File: config.mk
export PLATFORM = sky130hd
export DESIGN_NAME = serial_dac_frontend
export DESIGN_NICKNAME = d
export VERILOG_FILES = /design/src/rtl/sdac_pkg.sv /design/src/rtl/sdac_sync.sv /design/src/rtl/sdac_edge.sv /design/src/rtl/sdac_shifter.sv /design/src/rtl/sdac_outreg.sv /design/src/rtl/serial_dac_frontend.sv
export SDC_FILE = /design/constraint.sdc
export NUM_CORES = 1
export LEC_CHECK = 0
export ABC_CLOCK_PERIOD_IN_PS = 1600
export BUFFER_PORTS_ARGS = -buffer_cell sky130_fd_sc_hd__buf_2
export CAP_MARGIN = 20
export CELL_PAD_IN_SITES_DETAIL_PLACEMENT = 1
export CELL_PAD_IN_SITES_GLOBAL_PLACEMENT = 2
export CORE_MARGIN = 2
export CORE_UTILIZATION = 33
export DETAILED_ROUTE_END_ITERATION = 8
export PLACE_DENSITY = 0.74
export SKIP_CTS_REPAIR_TIMING = 1
export SYNTH_ARGS = -nofsm -noshare
export SYNTH_HDL_FRONTEND = slang
export SYNTH_SLANG_ARGS = --single-unit
File: constraint.sdc
create_clock -name clk -period 1.6 [get_ports clk]
set_input_delay 0.08 -clock clk [delete_from_list [all_inputs] [get_ports clk]]
set_output_delay 0.08 -clock clk [all_outputs]
set_load 0.1 [all_outputs]
File: src/rtl/sdac_pkg.sv
package sdac_pkg;
  localparam int DEF_WORD_W = 16;
  localparam int DEF_CODE_W = 12;
  localparam int DEF_MODE_W = 2;
  localparam int DEF_SYNC_STAGES = 2;

  typedef enum logic [1:0] {
    FR_IDLE  = 2'd0,
    FR_SHIFT = 2'd1,
    FR_DONE  = 2'd2
  } frame_state_e;
endpackage

File: src/rtl/sdac_sync.sv
module sdac_sync #(
  parameter int W = 3,
  parameter int STAGES = 2,
  parameter logic [W-1:0] RST_VAL = '0
) (
  input  logic         clk,
  input  logic         rst,
  input  logic [W-1:0] d,
  output logic [W-1:0] q
);
  logic [W-1:0] stage_q [STAGES];

  for (genvar g = 0; g < STAGES; g++) begin : g_stage
    if (g == 0) begin : g_first
      always_ff @(posedge clk) begin
        if (rst) stage_q[g] <= RST_VAL;
        else     stage_q[g] <= d;
      end
    end else begin : g_next
      always_ff @(posedge clk) begin
        if (rst) stage_q[g] <= RST_VAL;
        else     stage_q[g] <= stage_q[g-1];
      end
    end
  end

  assign q = stage_q[STAGES-1];
endmodule

File: src/rtl/sdac_edge.sv
module sdac_edge (
  input  logic clk,
  input  logic rst,
  input  logic sclk_lvl,
  input  logic frame_lvl,
  output logic sclk_fall,
  output logic frame_fall
);
  logic sclk_prev_q;
  logic frame_prev_q;

  always_ff @(posedge clk) begin
    if (rst) begin
      sclk_prev_q  <= 1'b0;
      frame_prev_q <= 1'b1;
    end else begin
      sclk_prev_q  <= sclk_lvl;
      frame_prev_q <= frame_lvl;
    end
  end

  assign sclk_fall  = sclk_prev_q & ~sclk_lvl;
  assign frame_fall = frame_prev_q & ~frame_lvl;
endmodule

File: src/rtl/sdac_shifter.sv
module sdac_shifter
  import sdac_pkg::*;
#(
  parameter int WORD_W = 16
) (
  input  logic              clk,
  input  logic              rst,
  input  logic              sclk_fall,
  input  logic              frame_fall,
  input  logic              frame_lvl,
  input  logic              data_bit,
  output logic              word_done,
  output logic [WORD_W-1:0] word_q
);
  localparam int CNT_W = $clog2(WORD_W + 1);
  localparam logic [CNT_W-1:0] LAST_IDX = CNT_W'(WORD_W - 1);

  frame_state_e      state_q;
  logic [CNT_W-1:0]  cnt_q;
  logic [WORD_W-1:0] shreg_q;
  logic              take_bit;
  logic [WORD_W-1:0] shreg_nxt;

  always_comb begin
    take_bit  = ~frame_lvl & sclk_fall &
                ((state_q == FR_SHIFT) || ((state_q == FR_IDLE) && frame_fall));
    shreg_nxt = {shreg_q[WORD_W-2:0], data_bit};
  end

  always_ff @(posedge clk) begin
    if (rst) begin
      state_q   <= FR_IDLE;
      cnt_q     <= '0;
      shreg_q   <= '0;
      word_q    <= '0;
      word_done <= 1'b0;
    end else begin
      word_done <= 1'b0;
      if (frame_lvl) begin
        state_q <= FR_IDLE;
        cnt_q   <= '0;
      end else if (state_q == FR_IDLE && frame_fall) begin
        state_q <= FR_SHIFT;
        cnt_q   <= '0;
      end
      if (take_bit) begin
        shreg_q <= shreg_nxt;
        cnt_q   <= cnt_q + 1'b1;
        if (cnt_q == LAST_IDX) begin
          state_q   <= FR_DONE;
          word_q    <= shreg_nxt;
          word_done <= 1'b1;
        end
      end
    end
  end
endmodule

File: src/rtl/sdac_outreg.sv
module sdac_outreg #(
  parameter int WORD_W = 16,
  parameter int CODE_W = 12,
  parameter int MODE_W = 2
) (
  input  logic              clk,
  input  logic              rst,
  input  logic              load,
  input  logic [WORD_W-1:0] word,
  output logic [CODE_W-1:0] code,
  output logic [MODE_W-1:0] mode,
  output logic              update_valid
);
  localparam int MODE_LSB = CODE_W;
  localparam int MODE_MSB = CODE_W + MODE_W - 1;

  always_ff @(posedge clk) begin
    if (rst) begin
      code         <= '0;
      mode         <= '0;
      update_valid <= 1'b0;
    end else begin
      update_valid <= load;
      if (load) begin
        code <= word[CODE_W-1:0];
        mode <= word[MODE_MSB:MODE_LSB];
      end
    end
  end
endmodule

File: src/rtl/serial_dac_frontend.sv
module serial_dac_frontend
  import sdac_pkg::*;
#(
  parameter int WORD_W = DEF_WORD_W,
  parameter int CODE_W = DEF_CODE_W,
  parameter int MODE_W = DEF_MODE_W,
  parameter int SYNC_STAGES = DEF_SYNC_STAGES
) (
  input  logic              clk,
  input  logic              rst,
  input  logic              ser_clk,
  input  logic              frame_n,
  input  logic              ser_data,
  output logic [CODE_W-1:0] code,
  output logic [MODE_W-1:0] mode,
  output logic              update_valid
);
  localparam int IN_W = 3;
  localparam logic [IN_W-1:0] IN_RST = 3'b010;

  logic [IN_W-1:0]   raw_in;
  logic [IN_W-1:0]   syn_in;
  logic              sclk_s;
  logic              frame_s;
  logic              data_s;
  logic              sclk_fall;
  logic              frame_fall;
  logic              word_done;
  logic [WORD_W-1:0] word_q;

  assign raw_in = {ser_clk, frame_n, ser_data};
  assign sclk_s  = syn_in[2];
  assign frame_s = syn_in[1];
  assign data_s  = syn_in[0];

  sdac_sync #(.W(IN_W), .STAGES(SYNC_STAGES), .RST_VAL(IN_RST)) u_sync (
    .clk(clk), .rst(rst), .d(raw_in), .q(syn_in)
  );

  sdac_edge u_edge (
    .clk(clk), .rst(rst), .sclk_lvl(sclk_s), .frame_lvl(frame_s),
    .sclk_fall(sclk_fall), .frame_fall(frame_fall)
  );

  sdac_shifter #(.WORD_W(WORD_W)) u_shift (
    .clk(clk), .rst(rst), .sclk_fall(sclk_fall), .frame_fall(frame_fall),
    .frame_lvl(frame_s), .data_bit(data_s), .word_done(word_done), .word_q(word_q)
  );

  sdac_outreg #(.WORD_W(WORD_W), .CODE_W(CODE_W), .MODE_W(MODE_W)) u_out (
    .clk(clk), .rst(rst), .load(word_done), .word(word_q),
    .code(code), .mode(mode), .update_valid(update_valid)
  );
endmodule

==> out/results.ini, run 1 <==
[sta]
final-max-slew-violation-count=0
worst_slack_ns=0.003690
finalClockSkew_ns=0.004845
worstMarginPinSlew_ns=0.4999
fmax_ghz=0.6264
rsz0062_at_grt=true
period_minus_slack_ns=1.596
slew_headroom=0.6690
hold_violations=0
setup_viol=0
period_share=0.9977
tns_ns=0

[layout]
fillers=719
final_cell_area_sq_um=2873
drive_above_1_share=0.2910
nNetsFinal=270
diodes=0
area_growth_syn_to_layout_pct=29.64
regArea_sq_um=1166
multi_input_area_sq_um=1101

[logic_synthesis]
synth_seq_cells=58
synth_edf_count=0
ys.flop_type=dfxtp_1
synth_common_cells=dfxtp_1 (58), a21oi_1 (30), clkbuf_1 (21), nand3_1 (16), nor2_1 (16)
netlist.area_leader.share=0.5240
synth_most_common_cell=dfxtp_1
syn_area_sq_um=2216
synth_seq_area_share=0.5240
synth_top_cell_by_area=dfxtp_1
syn_nets=243
postSynthAreaPerCell_sq_um=9.389
ys_top_cells_by_area=dfxtp_1 (52%), a21oi_1 (6.8%), mux2i_1 (6.3%)
synth_cells=236
yosys_warnings=0
synthArstFlopShare=0
synth_cell_types=29

[global_route]
grt_max_degree=28
track_usage=0.1519
antenna_found_initial=0
grt_overflow=0
grt_pass1_vias=1878
grt_pass1_wl_mm=8.852

[critical_path]
crit_path_max_incr_delay_ns=0.36
path_max_fanout=4
cp_common_cell=ha_4
start_kind=flop
worstPathCellList=ha_4 -> and3_4 -> ha_4 -> clkinvlp_4 -> buf_4 -> o31ai_4 -> a21oi_1
end_kind=flop
worstSetupPathType=reg -> reg
cpMaxStageDelayCell=dfxtp_2
worstPathArrival_ns=1.80
required_ns=1.81

[hold_path]
hold_path.class=in -> reg

[clock_network]
clkTransAtPathRegs_ns=0.07
cts_root_buf=clkbuf_8
cts.sinks=58
h-tree-depth=3
clk_path_buf_depth=2
cts_tree=done
numCtsBuffers=9
clk_latency_ns=0.33

[detailed_routing]
routedWlPerCell_microns=15.39
viasPerCell=5.371
drc_errors=0
dr.pass1.iters=4
routed_wl_mm=5.311
drt_iter0_markers=52
vias=1853
ant_nets=0

[run]
maxCapViolCount=0

[place]
place.gp.congestion=0.7122
pre_cts_ws_ns=-0.04638
hpwl_mm=3.236
io_buffers=19
place_area_sq_um=2454

[run_status]
status=finished clean

[die]
die_w_microns=85.95
initial_utilization=0.3450
rows=29
core_area_sq_um=6422
pin_count=20
dieArea_sq_um=7387
die_y_microns=85.95

[power]
leakage_nw=0.9621
powerDensity_nw_per_um2=1010
worst_ir_drop_vdd_mv=0.3794

[sequential cells by signal (all words and copies together), names as in the netlist]
signal / count
u_edge.frame_prev_q: 1
u_shift.word_q: 14
u_shift.word_done: 1
u_out.mode: 2
u_edge.sclk_prev_q: 1
u_out.update_valid: 1
u_shift.state_q: 2
u_shift.cnt_q: 5
u_sync.stage_q: 6
u_shift.shreg_q: 13
u_out.code: 12
[metal layers]
metal,vias up,track usage,routed length [microns]
met3,8,0.03465,148
met4,0,0.07359,70
met2,25,0.2410,2380
met1,903,0.1942,2712
li1,917,-,-
met5,-,0,0
[cell type report]
cell class / instances / area share
flip-flops and latches: 58 / 0.4059
multi-input cells: 152 / 0.3833
repair buffers: 38 / 0.09843
clock buffers: 11 / 0.05270
well taps: 77 / 0.03354
clock inverters: 5 / 0.01829
inverters: 3 / 0.005226
repair inverters: 1 / 0.002613
[metrics by stage]
stage	power (mW)	std cells	hold slack (ns)	util
final	2.901	345	0.07043	0.4473
after CTS	2.941	338	-0.08664	0.4138
after global placement	1.559	322	0.2640	0.3820
after detailed placement	1.560	322	0.2679	0.3820
after global routing	3.015	345	0.1084	0.4473
after floorplan	1.533	236	0.1838	-
[critical path, delay by kind of cell, from the launching register on]
kind	cells	cell delay, ns
simple gates	1	0.19
flops	1	0.36
buf+inv	2	0.27
fa+ha+maj	2	0.31
compound gates	2	0.33
[logic make-up (layout without fill, tap and decap cells)]
group,after synthesis,after routing,synth area share
buffers and inverters,26,58,0.04461
multiplexers,14,14,0.06324
AND/OR/NAND/NOR,75,75,0.1999
adder cells (fa/ha/maj),2,2,0.01129
AO/OA/AOI/OAI,61,61,0.1570
flip-flops,58,58,0.5240
[layout by cell type, fill, tap and decap left out, types with 6 or more instances in the layout]
master    synthesis  final
a21oi_1          30     28
nand3_1          16     16
o31ai_1          14      7
nor2_1           16     16
buf_4             0     13
dfxtp_1          58     54
nand4_1          15     15
mux2i_1          14     14
o21ai_0          13     13
clkbuf_8          0     11
buf_2             1     19
nor2b_1           6      6
o31ai_4           0      6
[path summary, 6_finish.rpt]
check	start	end	slack, ns	cells past startpoint
worst max-delay path	u_shift.cnt_q[1]	u_shift.word_q[7]	0.004	7
worst min-delay path	rst	u_sync.stage_q[1][2]	0.07	2
worst max register to register	u_shift.cnt_q[1]	u_shift.word_q[7]	0.004	7
worst min register to register	u_sync.stage_q[0][1]	u_sync.stage_q[1][1]	0.41	1
[power by group]
group / leakage [nW] / internal [mW] / switching [mW]
Clock: 0.105 / 0.795 / 0.570
Combinational: 0.387 / 0.0290 / 0.0481
Sequential: 0.471 / 1.45 / 0.00551
Total: 0.962 / 2.28 / 0.624
Power figures use the tool's default switching activity.
==> run 2: changes to the inputs <==
--- a/config.mk
+++ b/config.mk
@@ -5,15 +5,16 @@
 export SDC_FILE = /design/constraint.sdc
 export NUM_CORES = 1
 export LEC_CHECK = 0
-export ABC_CLOCK_PERIOD_IN_PS = 1600
+export ABC_AREA = 1
+export ABC_CLOCK_PERIOD_IN_PS = 1900
 export BUFFER_PORTS_ARGS = -buffer_cell sky130_fd_sc_hd__buf_2
 export CAP_MARGIN = 20
 export CELL_PAD_IN_SITES_DETAIL_PLACEMENT = 1
 export CELL_PAD_IN_SITES_GLOBAL_PLACEMENT = 2
 export CORE_MARGIN = 2
-export CORE_UTILIZATION = 33
+export CORE_UTILIZATION = 37
 export DETAILED_ROUTE_END_ITERATION = 8
-export PLACE_DENSITY = 0.74
+export PLACE_DENSITY = 0.82
 export SKIP_CTS_REPAIR_TIMING = 1
 export SYNTH_ARGS = -nofsm -noshare
 export SYNTH_HDL_FRONTEND = slang
==> constraint.sdc (replaced) <==
create_clock -name clk -period 1.9 [get_ports clk]
set_input_delay 0.095 -clock clk [delete_from_list [all_inputs] [get_ports clk]]
set_output_delay 0.095 -clock clk [all_outputs]
set_load 0.1 [all_outputs]
==> out/results.ini, run 2 <==
[power]
p_seq_frac=0.455
p_comb_frac=0.022
p_clk_frac=0.523
power_mw=2.698
leakage_nw=1.190
switching_power_uw=514.5
internal_power_mw=2.184
powerDensity_nw_per_um2=1061
p_sw_frac=0.1907
worst_ir_drop_vdd_mv=0.5190

[sta]
finalClockSkew_ns=0.006785
final-max-slew-violation-count=0
slew_headroom=0.6771
worstMarginPinSlew_ns=0.4877
worst_slack_ns=0.2431
setup_viol=0
fmax_ghz=0.6035
hold_violations=0
period_share=0.8721
period_minus_slack_ns=1.657
rsz0062_at_grt=false
tns_ns=0

[clock_network]
h-tree-depth=3
cts.sinks=58
clk_path_buf_depth=2
cts_root_buf=clkbuf_8
numCtsBuffers=9
clk_latency_ns=0.34
clkTransAtPathRegs_ns=0.07
cts_tree=done

[die]
core_area_sq_um=5540
die_w_microns=79.93
initial_utilization=0.3850
rows=27
dieArea_sq_um=6389
pin_count=20
die_y_microns=79.93

[logic_synthesis]
syn_area_sq_um=2133
ys_top_cells_by_area=dfxtp_1 (54%), nor2_1 (11%), nand2_1 (6.3%)
synth_cells=264
synth_xor_area_frac=0
synth_seq_area_share=0.5443
synth_edf_count=0
synthArstFlopShare=0
netlist.area_leader.share=0.5443
synthAdderAreaFrac=0.01173
synth_seq_cells=58
synth_most_common_cell=nor2_1
synth-simple-area-share=0.2622
synth_top_family_by_area=simple AND/OR/NAND/NOR gates
synth.area.mux_share=0
yosys_warnings=0
ys.flop_type=dfxtp_1
synth_compound_area_frac=0.1032
synth_common_cells=nor2_1 (64), dfxtp_1 (58), nand2_1 (36), o21ai_0 (23), inv_1 (21)
syn_nets=271
postSynthAreaPerCell_sq_um=8.081
synth_top_cell_by_area=dfxtp_1
synth_cell_types=26

[layout]
largest_reg_flops=14
area_growth_syn_to_layout_pct=19.18
fillers=696
nNetsFinal=294
final_cell_mix=nor2_1 (64), dfxtp_1 (58), nand2_1 (36)
drive_above_1_share=0.1712
largestRegisters=u_shift.word_q x14, u_shift.shreg_q x13, u_out.code x12
top_register=u_shift.word_q
layout_commonest_cell=nor2_1
diodes=0

[place]
pre_cts_ws_ns=0.2151
place.gp.congestion=0.6821
io_buffers=19
hpwl_mm=2.833

[critical_path]
crit_path_max_incr_delay_ns=0.37
cpMaxStageDelayCell=dfxtp_1
worstPathCellList=ha_1 -> nand2_1 -> nor2_1 -> ha_1 -> nand3_4 -> nor2_4 -> nand2_1 -> nand2_1
cp_common_cell=nand2_1
reg2reg_depth=8
end_kind=flop
start_kind=flop
r2r_slack_ns=0.24
required_ns=2.18
worstReg2RegEnd=u_shift.word_q[11]
worstReg2RegStart=u_shift.cnt_q[0]
path_max_fanout=25
worstPathArrival_ns=1.93
worstSetupPathType=reg -> reg

[run_status]
status=finished clean

[global_route]
grt_pass1_wl_mm=7.472
grt_pass1_vias=1674
track_usage=0.1544
grt_max_degree=32
antenna_found_initial=0
grt_overflow=0

[hold_path]
hold_path.class=in -> reg
whs_path_depth=2
min_to=u_out.update_valid
holdCritStartpoint=rst

[detailed_routing]
drt_iter0_markers=62
vias=1691
drc_errors=0
ant_nets=0
routed_wl_mm=4.382
routedWlPerCell_microns=12.04
viasPerCell=4.646
dr.pass1.iters=4

[run]
maxCapViolCount=0

[run 2: changes by cell type after synthesis, moves of 5 or more]
| cell | delta |
|---|---|
| nor2_1 | +48 |
| nand2_1 | +35 |
| inv_1 | +18 |
| a21oi_1 | -17 |
| clkbuf_1 | -14 |
| mux2i_1 | -14 |
| nand4_1 | -14 |
| o31ai_1 | -14 |
| o21ai_0 | +10 |
| nor2b_1 | -6 |
| nand4b_1 | -5 |
| o21ai_1 | +5 |
[run 2: per-layer routing]
layer  part of all wire  track usage  routed length [microns]
met5                  0            0                        0
met4              0.031       0.1068                      135
met3              0.028      0.03733                      121
met2               0.45       0.2425                     1953
met1               0.50       0.1846                     2171
[run 2: final cells by class]
cell class,instances,area [sq um],area share
Tap cell,72,90.09,0.03543
Clock buffer,11,151.4,0.05955
Multi-Input combinational cell,172,804.5,0.3164
Sequential cell,58,1161,0.4567
Inverter,22,82.58,0.03248
Timing Repair Buffer,24,152.6,0.06004
Clock inverter,5,100.1,0.03937
[run 2: how the worst max path moves through the flow]
stage	start	to	slack (ns)
after floorplan	u_shift.cnt_q[0]	u_shift.word_q[10]	0.53
after CTS	u_shift.cnt_q[1]	u_shift.word_q[11]	0.20
after detailed placement	u_shift.cnt_q[1]	u_shift.word_q[9]	0.22
after global placement	u_shift.cnt_q[0]	u_shift.word_q[11]	0.31
final	u_shift.cnt_q[0]	u_shift.word_q[11]	0.24
after global routing	u_shift.cnt_q[1]	u_shift.word_q[3]	0.04
[run 2: cell families after synthesis]
logic type	count (synthesis)
DFF	58
AOI/OAI and AO/OA	43
and+or+nand+nor	127
adders and majority gates	2
buffers and inverters	34
[run 2: critical path, delay by kind of cell, from the launching register on]
family,cells,cell delay (ns)
adders and majority gates,2,0.39
DFF,1,0.37
and+or+nand+nor,6,0.84
[run 2: power by group through the flow]
| stage | clock, mW | combinational (mW) | sequential, mW |
|---|---|---|---|
| finish | 1.41 | 0.0587 | 1.23 |
| detailed placement | 0 | 0.0543 | 1.26 |
| floorplan | 0 | 0.0357 | 1.25 |
| global placement | 0 | 0.0533 | 1.25 |
| global route | 1.50 | 0.0660 | 1.23 |
| CTS | 1.45 | 0.0546 | 1.23 |
[run 2: stage by stage]
step           cells  utilization  hold slack (ns)  instance area (sq um)
2_1_floorplan    264            -           0.1805                   2133
3_3_place_gp     345       0.4081           0.2770                   2261
3_5_place_dp     345       0.4081           0.2821                   2261
4_1_cts          361       0.4535         -0.07831                   2512
5_1_grt          364       0.4589           0.1216                   2542
6_report         364       0.4589           0.1094                   2542
==> run 3: changes to the inputs <==
--- a/config.mk
+++ b/config.mk
@@ -12,9 +12,9 @@
 export CELL_PAD_IN_SITES_DETAIL_PLACEMENT = 1
 export CELL_PAD_IN_SITES_GLOBAL_PLACEMENT = 2
 export CORE_MARGIN = 2
-export CORE_UTILIZATION = 37
+export CORE_UTILIZATION = 25
 export DETAILED_ROUTE_END_ITERATION = 8
-export PLACE_DENSITY = 0.82
+export PLACE_DENSITY = 0.59
 export SKIP_CTS_REPAIR_TIMING = 1
 export SYNTH_ARGS = -nofsm -noshare
 export SYNTH_HDL_FRONTEND = slang
==> out/results.ini, run 3 (synthesis gave the netlist of run 2 again) <==
[hold_path]
min_to=u_sync.stage_q[0][0]
whs_path_depth=2
hold_path.class=in -> reg
holdCritStartpoint=rst

[sta]
setup_viol=0
worstMarginPinSlew_ns=0.4932
period_minus_slack_ns=1.679
period_share=0.8838
final-max-slew-violation-count=0
tns_ns=0
hold_violations=0
finalClockSkew_ns=0.008424
fmax_ghz=0.5955
slew_headroom=0.6734
rsz0062_at_grt=false

[detailed_routing]
drc_errors=0
routedWlPerCell_microns=11.37
dr.pass1.iters=4
highest_layer=met4
routed_wl_mm=4.515
ant_nets=0
dr_wl_met2_mm=1.924
drt_iter0_markers=77
vias=1644
wl_met3_microns=180
viasPerCell=4.141
wl_met1_mm=2.347

[layout]
layout_commonest_cell=nor2_1
final_cell_mix=nor2_1 (64), dfxtp_1 (58), nand2_1 (36)
largestRegisters=u_shift.word_q x14, u_shift.shreg_q x13, u_out.code x12
area_growth_syn_to_layout_pct=16.42
top_register=u_shift.word_q
diodes=0
nNetsFinal=294
largest_reg_flops=14
drive_above_1_share=0.1610
final_cell_area_sq_um=2484

[die]
initial_utilization=0.2583
pin_count=20
core_area_sq_um=8258
die_y_microns=96.38
dieArea_sq_um=9288
die_w_microns=96.38
rows=33

[place]
place.gp.congestion=0.6696
io_buffers=19
hpwl_mm=2.812
place_area_sq_um=2290

[critical_path]
end_kind=flop
worstReg2RegEnd=u_shift.word_q[1]
required_ns=2.17
worstSetupPathType=reg -> reg
path_max_fanout=25
worstReg2RegStart=u_shift.cnt_q[0]
worstPathArrival_ns=1.95
reg2reg_depth=8
start_kind=flop
r2r_slack_ns=0.22

[run]
maxCapViolCount=0

[clock_network]
numCtsBuffers=9
cts.sinks=58
cts_root_buf=clkbuf_8
cts_tree=done
h-tree-depth=3
clk_path_buf_depth=2
clkTransAtPathRegs_ns=0.07
clk_latency_ns=0.33

[global_route]
track_usage=0.1134
grt_overflow=0
grt_pass1_wl_mm=7.831
grt_pass1_vias=1598
antenna_found_initial=0
grt_max_degree=44

[power]
powerDensity_nw_per_um2=907.7
worst_ir_drop_vdd_mv=0.4431
leakage_nw=1.143

[run_status]
status=finished clean

[run 3: how the worst max path moves through the flow]
stage / start / endpoint / cells past startpoint
final: u_shift.cnt_q[0] / u_shift.word_q[1] / 8
after global routing: u_shift.cnt_q[0] / u_shift.word_q[5] / 8
after CTS: u_shift.cnt_q[0] / u_shift.word_q[11] / 8
after detailed placement: u_shift.cnt_q[0] / u_shift.word_q[11] / 8
after global placement: u_shift.cnt_q[0] / u_shift.word_q[11] / 8
after floorplan: u_shift.cnt_q[0] / u_shift.word_q[10] / 8
[run 3: cell type report]
cell class,count,area [sq um]
fillers,1043,5774
flip-flops and latches,58,1161
multi-input cells,172,804.5
clock buffers,13,148.9
repair buffers,24,140.1
well taps,105,131.4
inverters,22,82.58
clock inverters,3,15.01
[run 3: per-layer routing]
| layer | global-route usage | vias up |
|---|---|---|
| li1 | - | 879 |
| met1 | 0.1483 | 734 |
| met2 | 0.1638 | 24 |
| met3 | 0.04888 | 7 |
| met4 | 0.04577 | 0 |
| met5 | 0 | - |
[run 3: where the power goes]
group          internal, mW  switching [mW]  leakage [nW]
combinational        0.0192          0.0354         0.588
sequential             1.22         0.00372         0.469
clock                 0.503           0.469        0.0872
total                  1.75           0.508          1.14
[run 3: metrics by stage]
stage / worst slack (ns) / utilization / cells / power (mW) / hold slack, ns
floorplan: 0.5273 / - / 264 / 1.290 / 0.1805
global placement: 0.2597 / 0.2773 / 378 / 1.307 / 0.2802
detailed placement: 0.2139 / 0.2773 / 378 / 1.307 / 0.2816
CTS: 0.1854 / 0.2971 / 394 / 2.298 / -0.07736
global route: 0.01191 / 0.3008 / 397 / 2.380 / 0.1082
finish: 0.2208 / 0.3008 / 397 / 2.254 / 0.1148
[run 3: critical path: stages, from the launching register on]
cell and delay [ns]:
dfxtp_1 0.39, ha_1 0.19, nand2_1 0.07, nor2_1 0.10, ha_1 0.19, nand3_4 0.28, nor2_4 0.27, nand2_1 0.08
nand2_1 0.06
